$ cat config.mk
export PLATFORM = sky130hd
export DESIGN_NAME = uart_hs_ctrl
export DESIGN_NICKNAME = d
export VERILOG_FILES = /design/src/rtl/uart_hs_pkg.sv /design/src/rtl/uart_hs_regs.sv /design/src/rtl/uart_hs_route.sv /design/src/rtl/uart_hs_ctrl.sv
export SDC_FILE = /design/constraint.sdc
export NUM_CORES = 1
export LEC_CHECK = 0
export BUFFER_PORTS_ARGS = -buffer_cell sky130_fd_sc_hd__buf_4
export CORE_UTILIZATION = 37
export DETAILED_ROUTE_END_ITERATION = 7
export PLACE_DENSITY = 0.77
export RECOVER_POWER = 25
export SLEW_MARGIN = 20
export SYNTH_ARGS = -nofsm -noshare
export SYNTH_HDL_FRONTEND = slang
export SYNTH_SLANG_ARGS = --single-unit
$ cat constraint.sdc
create_clock -name clk -period 1.3 [get_ports clk]
set_input_delay 0.195 -clock clk [delete_from_list [all_inputs] [get_ports clk]]
set_output_delay 0.195 -clock clk [all_outputs]
set_load 0.005 [all_outputs]
$ cat src/rtl/uart_hs_pkg.sv
package uart_hs_pkg;
  localparam int CTRL_W = 5;
  localparam int MODEM_W = 4;

  typedef struct packed {
    logic loopEn;
    logic irqEn;
    logic riLoop;
    logic rtsOn;
    logic dtrOn;
  } hsCtrl_t;
endpackage

$ cat src/rtl/uart_hs_regs.sv
module uart_hs_regs
  import uart_hs_pkg::*;
#(
  parameter int DATA_W = 8,
  parameter int ADDR_W = 2,
  parameter int CTRL_ADDR = 0,
  parameter int STAT_ADDR = 1
) (
  input  logic              clk,
  input  logic              rst,
  input  logic              wrEn,
  input  logic              rdEn,
  input  logic [ADDR_W-1:0] addr,
  input  logic [DATA_W-1:0] wrData,
  output logic [DATA_W-1:0] rdData,
  input  logic              rxCharIn,
  input  logic              rxDrained,
  output hsCtrl_t           ctrl
);
  localparam int PAD_W = DATA_W - CTRL_W;

  logic [CTRL_W-1:0] ctrlReg;
  logic dataReady;
  logic overrun;
  logic ctrlHit;
  logic statRead;
  logic ovrEvent;

  assign ctrlHit  = wrEn && (addr == ADDR_W'(CTRL_ADDR));
  assign statRead = rdEn && (addr == ADDR_W'(STAT_ADDR));
  assign ovrEvent = rxCharIn && dataReady;

  always_ff @(posedge clk) begin
    if (rst) begin
      ctrlReg <= '0;
    end else if (ctrlHit) begin
      ctrlReg <= wrData[CTRL_W-1:0];
    end
  end

  always_ff @(posedge clk) begin
    if (rst) begin
      dataReady <= 1'b0;
    end else if (rxCharIn) begin
      dataReady <= 1'b1;
    end else if (rxDrained) begin
      dataReady <= 1'b0;
    end
  end

  always_ff @(posedge clk) begin
    if (rst) begin
      overrun <= 1'b0;
    end else if (ovrEvent) begin
      overrun <= 1'b1;
    end else if (statRead) begin
      overrun <= 1'b0;
    end
  end

  assign ctrl = hsCtrl_t'(ctrlReg);

  always_comb begin
    rdData = '0;
    if (addr == ADDR_W'(CTRL_ADDR)) begin
      rdData = {{PAD_W{1'b0}}, ctrlReg};
    end else if (addr == ADDR_W'(STAT_ADDR)) begin
      rdData = {{(DATA_W-2){1'b0}}, overrun, dataReady};
    end
  end

  // a control write is visible in the register after the edge
  assert_ctrl_write_R2: assert property (@(posedge clk) disable iff (rst)
    ctrlHit |=> (ctrlReg == $past(wrData[CTRL_W-1:0])));

  // an arrival strobe always leaves data-ready set
  assert_ready_set_R9: assert property (@(posedge clk) disable iff (rst)
    rxCharIn |=> dataReady);

  // drain without arrival clears data-ready
  assert_ready_clear_R9: assert property (@(posedge clk) disable iff (rst)
    (rxDrained && !rxCharIn) |=> !dataReady);

  // arrival on top of unread data flags overrun
  assert_overrun_set_R10: assert property (@(posedge clk) disable iff (rst)
    (rxCharIn && dataReady) |=> overrun);

  // a status read without a clashing overrun clears it
  assert_overrun_clear_R10: assert property (@(posedge clk) disable iff (rst)
    (statRead && !(rxCharIn && dataReady)) |=> !overrun);
endmodule

$ cat src/rtl/uart_hs_route.sv
module uart_hs_route
  import uart_hs_pkg::*;
(
  input  logic               clk,
  input  logic               rst,
  input  hsCtrl_t            ctrl,
  input  logic               txShiftOut,
  input  logic               serIn,
  output logic               serOut,
  output logic               rxSerIn,
  input  logic [MODEM_W-1:0] modemPinN,
  output logic [MODEM_W-1:0] modemStat,
  output logic               dtrN,
  output logic               rtsN,
  input  logic               irqReq,
  output logic               irqOut
);
  logic [MODEM_W-1:0] loopVec;

  assign loopVec = {ctrl.irqEn, ctrl.riLoop, ctrl.rtsOn, ctrl.dtrOn};

  genvar k;
  generate
    for (k = 0; k < MODEM_W; k++) begin : g_stat
      assign modemStat[k] = ctrl.loopEn ? loopVec[k] : ~modemPinN[k];
    end
  endgenerate

  assign serOut  = ctrl.loopEn ? 1'b1 : txShiftOut;
  assign rxSerIn = ctrl.loopEn ? txShiftOut : serIn;
  assign dtrN    = ctrl.loopEn | ~ctrl.dtrOn;
  assign rtsN    = ctrl.loopEn | ~ctrl.rtsOn;
  assign irqOut  = irqReq & ctrl.irqEn;

  // loopback parks the line and the modem outputs
  assert_loop_idle_R6: assert property (@(posedge clk) disable iff (rst)
    ctrl.loopEn |-> (serOut && dtrN && rtsN && (rxSerIn == txShiftOut)));

  // no interrupt leaves the block while disabled
  assert_irq_gate_R4: assert property (@(posedge clk) disable iff (rst)
    !ctrl.irqEn |-> !irqOut);

  // normal mode passes the line straight through
  assert_line_pass_R5: assert property (@(posedge clk) disable iff (rst)
    !ctrl.loopEn |-> ((serOut == txShiftOut) && (rxSerIn == serIn)));
endmodule

$ cat src/rtl/uart_hs_ctrl.sv
module uart_hs_ctrl
  import uart_hs_pkg::*;
#(
  parameter int DATA_W = 8,
  parameter int ADDR_W = 2
) (
  input  logic              clk,
  input  logic              rst,
  input  logic              wrEn,
  input  logic              rdEn,
  input  logic [ADDR_W-1:0] addr,
  input  logic [DATA_W-1:0] wrData,
  output logic [DATA_W-1:0] rdData,
  input  logic              rxCharIn,
  input  logic              rxDrained,
  input  logic              txShiftOut,
  input  logic              serIn,
  output logic              serOut,
  output logic              rxSerIn,
  input  logic              dsrN,
  input  logic              ctsN,
  input  logic              riN,
  input  logic              dcdN,
  output logic [3:0]        modemStat,
  output logic              dtrN,
  output logic              rtsN,
  input  logic              irqReq,
  output logic              irqOut
);
  hsCtrl_t ctrl;
  logic [MODEM_W-1:0] modemPinN;

  assign modemPinN = {dcdN, riN, ctsN, dsrN};

  uart_hs_regs #(
    .DATA_W(DATA_W),
    .ADDR_W(ADDR_W),
    .CTRL_ADDR(0),
    .STAT_ADDR(1)
  ) i_regs (
    .clk(clk),
    .rst(rst),
    .wrEn(wrEn),
    .rdEn(rdEn),
    .addr(addr),
    .wrData(wrData),
    .rdData(rdData),
    .rxCharIn(rxCharIn),
    .rxDrained(rxDrained),
    .ctrl(ctrl)
  );

  uart_hs_route i_route (
    .clk(clk),
    .rst(rst),
    .ctrl(ctrl),
    .txShiftOut(txShiftOut),
    .serIn(serIn),
    .serOut(serOut),
    .rxSerIn(rxSerIn),
    .modemPinN(modemPinN),
    .modemStat(modemStat),
    .dtrN(dtrN),
    .rtsN(rtsN),
    .irqReq(irqReq),
    .irqOut(irqOut)
  );
endmodule

* Yosys cells after proc, flatten, opt, wreduce, memory -nomap -nowiden *
Index checks and enable logic that the tools add are counted.
W data, S select, Z words.

word-level totals
  logic and storage cells = 31
  bits in latches = 0
  register bits = 7
  memories = 0
  RAM bits = 0
  bits in read-only memories = 0

cells by class
  eq/ne operators = 1
  div/mod/pow operators = 0
  bitwise gates (word level) = 9
  $lt $le $gt $ge = 0
  reductions and logical operators = 6
  multipliers = 0
  shift-type cells = 0
  add/subtract/negate cells = 0
  mux-type cells = 12

operator list
  kind                  count
  $mux W1               10
  $mux W8               1
  $not A1 Y1            6
  $reduce_bool A2 Y1    2
  $logic_and A1 B1 Y1   3
  $eq A2 B1 Y1 const B  1
  $logic_not A2 Y1      1
  $mux W2               1
  $or A1 B1 Y1          2
  $and A1 B1 Y1         1

* Depth between registers and ports, before layout *
  depth after elaboration = 4
  gate-level depth with buffers = 3

* Hierarchy *
A second synthesis with hierarchy kept.

second synthesis, totals
  cells, all modules = 57
  area total of the unflattened synthesis = 489.2 um2

by module, submodules not included
  module         area each (um2)  cells each  times used
  uart_hs_regs   392.9            43          1
  uart_hs_route  96.3             14          1

* Least setup slack after synthesis *
OpenSTA, ideal clock, no wires.

  path kind = reg2out
  from = register i_regs.ctrlReg[4] (netlist: i_regs.ctrl[4])
  to = output port rxSerIn
  buffers on the path = 1
  path slack = 0.285 ns
  data arrival time = 0.820 ns
  stages on the path, launching flop included = 3
  data required time = 1.105 ns
  path through = dfxtp_1 buf_2 mux2_2

between the ends
  word-level cells in the longest chain between the ends = 1

ends and longest elaborated chain
  item                    line                 text
  start, declared         uart_hs_regs.sv:22   logic [CTRL_W-1:0] ctrlReg;
  start signal, assigned  uart_hs_regs.sv:37   ctrlReg <= wrData[CTRL_W-1:0];
  $mux W1                 uart_hs_route.sv:30  assign rxSerIn = ctrl.loopEn ? txShiftOut : serIn;
  end, declared           uart_hs_ctrl.sv:19   output logic rxSerIn,

Every way passes these cells.

* Worst setup path after layout *
Same ends and word-level chain as after synthesis.

==> impl_metrics.csv <==
group,metric,value,unit
power,switching_share,0.2333,
drt,vias,490,
sta,rsz0062_at_grt,"yes",
clock_network,cts_tree,"done",
grt,antenna_found_initial,0,
worst_setup_path,cp-start-kind,"flop",
place,io_buffers,33,
status,run_status,"finished, final reports clean",
power,intPower,428.2,uW
clock_network,clkSinkCount,7,
power,pwr-share-comb,0.240,
clock_network,postCtsHoldBufs,0,
die,rows,12,
sta,slew_headroom,0.6221,
layout,layout-drive-gt1-share,0.4615,
sta,hold_viol_final,0,
layout,fin_area,765.7,sq um
die,coreArea,0.001171,sq mm
grt,overflow,0,
grt,grt_pass1_vias,400,
clock_network,insertion_delay,0.25,ns
synthesis,postSynthCellCount,57,
place,dpl.hpwl,842.3,microns
power,pwr-share-clk,0.345,
sta,fin_crit_sh,0.9662,
place,dpl-instance-area,733.2,sq um
drt,first_pass_iters,4,
layout,layout_common_cells,"buf_4, nand2b_1, mux2i_1, dfxtp_1, inv_1",
power,seqPwrFrac,0.415,
sta,period_needed,1.256,ns
power,p_per_area,729.3,mW/mm^2
drt,drt-total-wl,1066,microns
die,start_util,0.4231,
place,gp_congestion,0.7380,
synthesis,syn_area_per_cell,8.693,sq um
layout,finalNetCount,115,
drt,drtIter0Drc,10,
sta,maxSlewViolCount,0,
worst_setup_path,crit_fanout,6,
power,p_sw,130.3,uW
drt,drcViolationCount,0,
worst_setup_path,worstSetupPathType,"flop to output port",
drt,viasPerCell,4.667,
sta,clock_skew,0.0001198,ns
grt,grt_pass1_wl,1711,microns
drt,ant_nets,0,
die,die_w,38.60,microns
clock_network,numCtsBuffers,3,
clock_network,cts_buffer_depth,2,
synthesis,syn_area,495.5,sq um
place,pre_cts_slack,0.1835,ns
sta,setup_viol,0,
die,die_area,0.001490,sq mm
worst_setup_path,end_kind,"output port",
clock_network,cts.htree.levels,1,
sta,worst_pin_slew,0.5644,ns
clock_network,clk_pin_slew,0.05,ns
flow_run,cap_violations,0,
grt,gr-usage-all-layers,0.1825,
clock_network,root_buffer,"clkbuf_4",
sta,max_freq,796.1,MHz
synthesis,seq_area_frac_synth,0.2828,
synthesis,yosys_register_bits,7,
power,peakVddDrop,0.0004555,V
sta,setup_ws,0.04390,ns
layout,final_common_cell,"buf_4",
synthesis,synth_cell_types,20,
power,p_leak,0.0003468,uW
die,die_h,38.60,microns
die,io_pins,40,
worst_hold_path,hp-class,"input pin to flop",
layout,diodes,0,
drt,wl_per_cell,10.15,microns
layout,syn2layout_area_growth,54.55,%
worst_setup_path,arrival,1.06,ns
grt,grt_max_degree,14,
synthesis,yosys_warnings,0,
worst_setup_path,worstPathRequired,1.11,ns
## Yosys cell counts (all sizes together)
master   n  area share
nand2b  14        0.18
mux2i   11        0.22
dfxtp    7        0.28
buf      5       0.078
inv      5       0.038
nor2     2       0.015
nor3     2       0.020
nor3b    2       0.053
a21oi    1       0.010
and2     1       0.013
and3b    1       0.020
clkbuf   1      0.0076
conb     1      0.0076
mux2     1       0.023
nand2    1      0.0076
o22ai    1       0.013
or2      1       0.013
## registers in the layout (all words and copies together) (netlist names)
name              flops
i_regs.dataReady      1
i_regs.overrun        1
i_regs.ctrl           5
## worst paths after layout
| kind | startpoint | endpoint | slack [ns] | cells after the start |
|---|---|---|---|---|
| setup / recovery | i_regs.ctrl[4] | rxSerIn | 0.04 | 2 |
| hold / removal | rst | i_regs.dataReady | 0.18 | 2 |
| setup reg to reg | i_regs.ctrl[0] | i_regs.ctrl[0] | 0.66 | 2 |
| hold reg to reg | i_regs.ctrl[2] | i_regs.ctrl[2] | 0.47 | 2 |
## timing repair
action,4_1_cts,5_1_grt
resized for setup,2,3
pin swaps,0,0
setup buffers,0,0
setup endpoints to repair,5,4
endpoints found under the hold margin,0,0
## metrics by stage
step / std cells / power (uW) / utilization / setup TNS [ns] / hold WS [ns]
after global routing: 105 / 611.9 / 0.6538 / -0.02721 / 0.1693
after CTS: 105 / 570.2 / 0.6517 / 0 / 0.1804
after global placement: 101 / 370.9 / 0.6261 / 0 / 0.4364
after floorplan: 59 / 301.0 / - / 0 / 0.3245
after detailed placement: 101 / 372.8 / 0.6261 / 0 / 0.4460
final: 105 / 558.5 / 0.6538 / 0 / 0.1832
## power by group through the flow
stage | sequential (uW) | combinational, uW | clock, uW
after floorplan | 233 | 67.9 | 0
after global placement | 237 | 134 | 0
after detailed placement | 237 | 136 | 0
after CTS | 231 | 137 | 202
after global routing | 233 | 148 | 231
final | 232 | 134 | 193
## critical path: stages (launching register included)
cell     delay (ns)
dfxtp_4        0.38
mux2_4         0.30
buf_4          0.13
## metal layers
layer	track usage	vias up	part of all wire
met3	0.1040	2	0.11
li1	-	246	-
met5	0	-	0
met4	0.1293	0	0.019
met2	0.2750	29	0.47
met1	0.1866	213	0.40
## final cells by class
class	instances	area, sq um
Clock buffer	4	26.28
Fill cell	107	405.4
Inverter	5	18.77
Multi-Input combinational cell	41	304.0
Sequential cell	7	143.9
Tap cell	14	17.52
Timing Repair Buffer	34	255.2
## logic make-up after synthesis
family	share of synthesized area
compound gates	0.02273
simple gates	0.3182
flops	0.2828
other cells	0.007568
buf+inv	0.1237
mux	0.2450
No activity file was read; power rests on OpenSTA's default activity.
